$ cat config.mk
export PLATFORM = sky130hd
export DESIGN_NAME = trinary_rx
export DESIGN_NICKNAME = d
export VERILOG_FILES = /design/src/rtl/trx_pkg.sv /design/src/rtl/trx_sync.sv /design/src/rtl/trx_width_class.sv /design/src/rtl/trx_silence.sv /design/src/rtl/trx_pairer.sv /design/src/rtl/trinary_rx.sv
export SDC_FILE = /design/constraint.sdc
export NUM_CORES = 1
export LEC_CHECK = 0
export BUFFER_PORTS_ARGS = -buffer_cell sky130_fd_sc_hd__buf_2
export CAP_MARGIN = 20
export CORE_MARGIN = 4
export CORE_UTILIZATION = 30
export CTS_CLUSTER_SIZE = 28
export DETAILED_ROUTE_END_ITERATION = 8
export PLACE_DENSITY_LB_ADDON = 0.3
export SETUP_SLACK_MARGIN = 0.4
export SLEW_MARGIN = 20
export SYNTH_ARGS = -nofsm -noshare
export SYNTH_HDL_FRONTEND = slang
export SYNTH_SLANG_ARGS = --single-unit
$ cat constraint.sdc
create_clock -name clk -period 1.3 [get_ports clk]
set_input_delay 0.065 -clock clk [delete_from_list [all_inputs] [get_ports clk]]
set_output_delay 0.065 -clock clk [all_outputs]
set_load 0.05 [all_outputs]
$ cat src/rtl/trx_pkg.sv
package trx_pkg;

  typedef enum logic [1:0] {
    SYM_ZERO = 2'b00,
    SYM_ONE  = 2'b01,
    SYM_OPEN = 2'b10
  } sym_code_e;

endpackage

$ cat src/rtl/trx_sync.sv
module trx_sync #(
  parameter int STAGES = 2
) (
  input  logic clk,
  input  logic rst_n,
  input  logic async_in,
  output logic level,
  output logic rise,
  output logic fall
);
  logic [STAGES-1:0] chain;
  logic              level_d;

  generate
    for (genvar i = 0; i < STAGES; i++) begin : g_stage
      if (i == 0) begin : g_first
        always_ff @(posedge clk) begin
          if (!rst_n) chain[0] <= 1'b0;
          else        chain[0] <= async_in;
        end
      end else begin : g_next
        always_ff @(posedge clk) begin
          if (!rst_n) chain[i] <= 1'b0;
          else        chain[i] <= chain[i-1];
        end
      end
    end
  endgenerate

  always_ff @(posedge clk) begin
    if (!rst_n) level_d <= 1'b0;
    else        level_d <= chain[STAGES-1];
  end

  assign level = chain[STAGES-1];
  assign rise  = level & ~level_d;
  assign fall  = ~level & level_d;
endmodule

$ cat src/rtl/trx_width_class.sv
module trx_width_class #(
  parameter int LONG_AT_TICKS = 4
) (
  input  logic clk,
  input  logic rst_n,
  input  logic tick,
  input  logic level,
  input  logic rise,
  output logic pulse_valid,
  output logic pulse_long
);
  localparam int CW = $clog2(LONG_AT_TICKS + 1);
  localparam logic [CW-1:0] LAST = CW'(LONG_AT_TICKS - 1);

  logic          armed;
  logic [CW-1:0] cnt;

  always_ff @(posedge clk) begin
    if (!rst_n) begin
      armed       <= 1'b0;
      cnt         <= '0;
      pulse_valid <= 1'b0;
      pulse_long  <= 1'b0;
    end else begin
      pulse_valid <= 1'b0;
      if (rise) begin
        armed <= 1'b1;
        cnt   <= '0;
      end else if (armed && tick) begin
        if (cnt == LAST) begin
          armed       <= 1'b0;
          pulse_valid <= 1'b1;
          pulse_long  <= level;
        end else begin
          cnt <= cnt + 1'b1;
        end
      end
    end
  end
endmodule

$ cat src/rtl/trx_silence.sv
module trx_silence #(
  parameter int GAP_TICKS = 20,
  parameter int END_TICKS = 40
) (
  input  logic clk,
  input  logic rst_n,
  input  logic tick,
  input  logic level,
  input  logic rise,
  input  logic fall,
  output logic gap_seen,
  output logic end_seen
);
  localparam int SW = $clog2(END_TICKS + 1);
  localparam logic [SW-1:0] GAP_LAST = SW'(GAP_TICKS - 1);
  localparam logic [SW-1:0] END_LAST = SW'(END_TICKS - 1);
  localparam logic [SW-1:0] END_SAT  = SW'(END_TICKS);

  logic          active;
  logic [SW-1:0] low_cnt;

  always_ff @(posedge clk) begin
    if (!rst_n) begin
      active   <= 1'b0;
      low_cnt  <= '0;
      gap_seen <= 1'b0;
      end_seen <= 1'b0;
    end else begin
      gap_seen <= 1'b0;
      end_seen <= 1'b0;
      if (rise || fall) begin
        low_cnt <= '0;
        if (rise) active <= 1'b1;
      end else if (tick && !level && active && low_cnt != END_SAT) begin
        low_cnt  <= low_cnt + 1'b1;
        gap_seen <= (low_cnt == GAP_LAST);
        end_seen <= (low_cnt == END_LAST);
        if (low_cnt == END_LAST) active <= 1'b0;
      end
    end
  end
endmodule

$ cat src/rtl/trx_pairer.sv
module trx_pairer
  import trx_pkg::*;
#(
  parameter int WORD_DIGITS = 9
) (
  input  logic       clk,
  input  logic       rst_n,
  input  logic       pulse_valid,
  input  logic       pulse_long,
  input  logic       gap_seen,
  output logic       digit_valid,
  output logic [1:0] digit_code,
  output logic       pair_err,
  output logic       word_bad
);
  localparam int DW = $clog2(WORD_DIGITS + 2);
  localparam logic [DW-1:0] EXPECT = DW'(WORD_DIGITS);
  localparam logic [DW-1:0] SAT    = DW'(WORD_DIGITS + 1);

  logic          phase;
  logic          first_long;
  logic          err_seen;
  logic [DW-1:0] dcnt;
  sym_code_e     code_q;

  always_ff @(posedge clk) begin
    if (!rst_n) begin
      phase       <= 1'b0;
      first_long  <= 1'b0;
      err_seen    <= 1'b0;
      dcnt        <= '0;
      digit_valid <= 1'b0;
      pair_err    <= 1'b0;
      code_q      <= SYM_ZERO;
    end else begin
      digit_valid <= 1'b0;
      pair_err    <= 1'b0;
      if (gap_seen) begin
        phase    <= 1'b0;
        err_seen <= 1'b0;
        dcnt     <= '0;
      end else if (pulse_valid) begin
        if (!phase) begin
          phase      <= 1'b1;
          first_long <= pulse_long;
        end else begin
          phase <= 1'b0;
          if (!first_long && pulse_long) begin
            pair_err <= 1'b1;
            err_seen <= 1'b1;
          end else begin
            digit_valid <= 1'b1;
            if (dcnt != SAT) dcnt <= dcnt + 1'b1;
            case ({first_long, pulse_long})
              2'b00:   code_q <= SYM_ZERO;
              2'b11:   code_q <= SYM_ONE;
              default: code_q <= SYM_OPEN;
            endcase
          end
        end
      end
    end
  end

  assign digit_code = code_q;
  assign word_bad   = gap_seen & ((dcnt != EXPECT) | err_seen | phase);
endmodule

$ cat src/rtl/trinary_rx.sv
module trinary_rx #(
  parameter int SYNC_STAGES   = 2,
  parameter int LONG_AT_TICKS = 4,
  parameter int GAP_TICKS     = 20,
  parameter int END_TICKS     = 40,
  parameter int WORD_DIGITS   = 9
) (
  input  logic       clk,
  input  logic       rst_n,
  input  logic       line_in,
  input  logic       tick,
  output logic       digit_valid,
  output logic [1:0] digit_code,
  output logic       pair_err,
  output logic       word_end,
  output logic       word_bad,
  output logic       xmit_end
);
  logic level, rise, fall;
  logic pulse_valid, pulse_long;

  trx_sync #(.STAGES(SYNC_STAGES)) sync_i (
    .clk(clk), .rst_n(rst_n), .async_in(line_in),
    .level(level), .rise(rise), .fall(fall)
  );

  trx_width_class #(.LONG_AT_TICKS(LONG_AT_TICKS)) class_i (
    .clk(clk), .rst_n(rst_n), .tick(tick), .level(level), .rise(rise),
    .pulse_valid(pulse_valid), .pulse_long(pulse_long)
  );

  trx_silence #(.GAP_TICKS(GAP_TICKS), .END_TICKS(END_TICKS)) quiet_i (
    .clk(clk), .rst_n(rst_n), .tick(tick), .level(level), .rise(rise),
    .fall(fall), .gap_seen(word_end), .end_seen(xmit_end)
  );

  trx_pairer #(.WORD_DIGITS(WORD_DIGITS)) pair_i (
    .clk(clk), .rst_n(rst_n), .pulse_valid(pulse_valid),
    .pulse_long(pulse_long), .gap_seen(word_end),
    .digit_valid(digit_valid), .digit_code(digit_code),
    .pair_err(pair_err), .word_bad(word_bad)
  );
endmodule

==> impl_metrics.toml <==
[run_status]
outcome = "completed"

[synthesis]
synth-async-reset-ratio = 0
yosysWarnings = 0
synthDistinctLibCells = 34
synth.net_count = 158
synth.largest_area_cell = "dfxtp_1"
netlist.area_leader.share = 0.434
synth_area_leaders = "dfxtp_1, ha_1, mux2i_1"
synth_edf_count = 0
seq_area_frac_synth = 0.434
syn_area_sq_um = 1340
avgSynthCellArea_sq_um = 9.36
synth.most_common_cell = "dfxtp_1"
synthCells = 143
synth_ff_type = "dfxtp_1"
yosys-top-cells-count = "dfxtp_1, inv_1, nand2_1, ha_1, nor2_1"
synth-seq-cells = 29

[setup_path]
crit_fanout = 4
rr_endpoint = "class_i.cnt[1]"
r2r_start = "class_i.cnt[0]"
cp_cell_sequence = "ha_4, ha_4, and3b_2, mux2i_1, nor2_1"
cpPeakStageDelay_ps = 350
critical_path.top_delay_family = "flip-flops"
r2r_cells = 5
cp.arrival_ps = 1460
critPathKind = "register to register"
critical_path_buf_inv_count = 0
cp_slowest_cell = "dfxtp_4"
required_ps = 1480
timing.critical_path.mode_cell = "ha_4"
start_kind = "register"
rrSetupSlack_ps = 20
worstSetupEndpointType = "register"

[clock_network]
cts_max_level = 2
cts-root-buf = "clkbuf_8"
clk_path_buf_depth = 2
numCtsBuffers = 5
path_clk_slew_ps = 70
cts_tree = "built"
cts_num_sinks = 29
clk_latency_ps = 290

[route]
drt_first_pass_iters = 4
drtIter0Drc = 39
vias = 1095
via_per_inst = 4.78
wl_um = 2940
postRouteAntennaNets = 0
wl_per_cell_um = 12.8
drc = 0

[job]
max_cap_viol_count = 0

[timing]
finalCriticalPeriod_ps = 1280
grt_setup_unrepaired = "yes"
clock_skew_ps = 9.75
hold_viol = 0
worst_slew_pin_slew_ps = 270
finalMaxSlewViolations = 0
min_period_over_period = 0.985
setup_viol = 0
max_slew_margin = 0.820
fin_tns_setup_ps = 0
fmax_ghz = 0.781

[cells_and_area]
areaGrowthSynthToFinish_pct = 49.4
layoutNonFillerInstCount = 229
multi_input_area_sq_um = 906
diodes = 0
drive_gt1_frac = 0.542
nets = 191
utilization = 0.463
nFillCells = 410
seq_area_sq_um = 627

[hold_path]
hp-start = "rst_n"
min_delay_path_depth = 3
hp-class = "input port to register"
holdPathEnd = "quiet_i.low_cnt[2]"

[power_and_ir_drop]
p_seq_frac = 0.519
total_leakage_power_nw = 0.732
internal-power_mw = 1.31
ir_drop_mv = 0.400
comb_power_share = 0.066
swShare = 0.241
clkPwrFrac = 0.415
p_sw_mw = 0.414
p_per_area_nw_per_um2 = 861

[floorplanning]
dieWidth_um = 74.8
rows = 24
start_util = 0.310
ios = 11
die_h_um = 74.8
dieArea_sq_um = 5600
core_region_area_sq_um = 4320

[global_route]
grt_max_degree = 11
grt_pass1_vias = 1079
grt_usage = 0.117
globalRouteOverflowTotal = 0
grt_antenna_before_repair = 0
grt_first_pass_wirelength_um = 4840

[placed_design]
dp.cells = 204
gp_congestion = 0.842
post-dp-hpwl_um = 1920
port_buffers = 10
-- cell usage in the layout (no fill, tap or decap), types with 2 or more instances in the layout --
cell       n
buf_4     18
dfxtp_1   12
dfxtp_4   10
nor2_1     8
ha_4       8
inv_1      7
nand2_2    7
dfxtp_2    7
a21oi_1    6
buf_6      6
mux2i_1    5
clkbuf_8   5
inv_2      4
nand3b_1   4
nand2_1    4
o21ai_0    4
and2_1     4
nand3_1    3
or3_1      3
buf_2      3
inv_4      2
nor2b_1    2
xnor2_1    2
nor2_4     2
nand4_1    2
and2_4     2
o21ai_1    2
and4bb_2   2
and3b_2    2
a21oi_2    2
a21o_1     2
ha_1       2
clkinv_2   2
-- metal layers --
layer / wire length (um) / GRT usage / vias to the layer above / share of wire
met5: 0 / 0 / - / 0
met4: 48 / 0.0435 / 0 / 0.016
met3: 118 / 0.0521 / 6 / 0.040
met2: 1500 / 0.190 / 16 / 0.51
met1: 1270 / 0.135 / 513 / 0.43
li1: - / - / 560 / -
-- registers in the layout, indices dropped and copies added (netlist names), 2 cells and up --
name / cells
quiet_i.low_cnt: 6
pair_i.dcnt: 4
class_i.cnt: 3
pair_i.digit_code: 2
-- area by class of cell --
| cell class | count | share of cell area |
|---|---|---|
| tap | 52 | 0.0325 |
| sequential | 29 | 0.313 |
| multi-input combinational | 97 | 0.453 |
| timing repair buffer | 30 | 0.131 |
| inverter | 13 | 0.0269 |
| clock buffer | 5 | 0.0344 |
| clock inverter | 3 | 0.00876 |
-- worst register-to-register path: stages, from the launching register on --
cell and delay [ps]:
dfxtp_4 350, ha_4 150, ha_4 150, and3b_2 280, mux2i_1 200, nor2_1 50
-- repair_timing --
item | CTS | global route
buffers inserted | 11 | 5
hold endpoints to repair | 1 | 0
gates resized for setup | 46 | 21
hold buffers | 1 | 0
setup endpoints to repair | 30 | 29
pin swaps | 18 | 7
-- worst max path at each step --
stage | from | depth (start not counted) | slack, ps | to
after floorplan | class_i.cnt[0] | 6 | 40 | class_i.cnt[1]
final | class_i.cnt[0] | 5 | 20 | class_i.cnt[1]
after global routing | class_i.cnt[0] | 5 | -30 | class_i.cnt[1]
after CTS | class_i.cnt[0] | 5 | 30 | class_i.cnt[1]
after global placement | class_i.cnt[0] | 5 | 40 | class_i.cnt[1]
after detailed placement | sync_i.level_d | 5 | -10 | quiet_i.gap_seen
-- logic make-up (layout without fill, tap and decap cells) --
family	Yosys count	count (layout)	share of synthesized area
compound gates	25	25	0.119
xor+xnor	2	2	0.0131
fa+ha+maj	11	11	0.103
buf+inv	17	51	0.0495
flops	29	29	0.434
mux	5	5	0.0374
simple gates	54	54	0.245
-- power groups by stage --
stage / Sequential, mW / Clock, mW / Combinational [mW]
6_report: 0.895 / 0.715 / 0.113
5_1_grt: 0.896 / 0.795 / 0.122
4_1_cts: 0.901 / 0.745 / 0.0923
3_5_place_dp: 0.928 / 0 / 0.0728
3_3_place_gp: 0.928 / 0 / 0.0700
2_1_floorplan: 0.926 / 0 / 0.0520
-- through the flow --
| step | total power, mW | hold slack (ps) | setup WS [ps] | cell area, sq um |
|---|---|---|---|---|
| final | 1.72 | 140 | 20.0 | 2000 |
| after global routing | 1.81 | 154 | -25.0 | 2000 |
| after CTS | 1.74 | 131 | 29.5 | 1880 |
| after detailed placement | 1.00 | 277 | -13.2 | 1570 |
| after global placement | 0.998 | 278 | 36.8 | 1570 |
| after floorplan | 0.978 | 190 | 36.7 | 1460 |
Power figures use the tool's default switching activity.
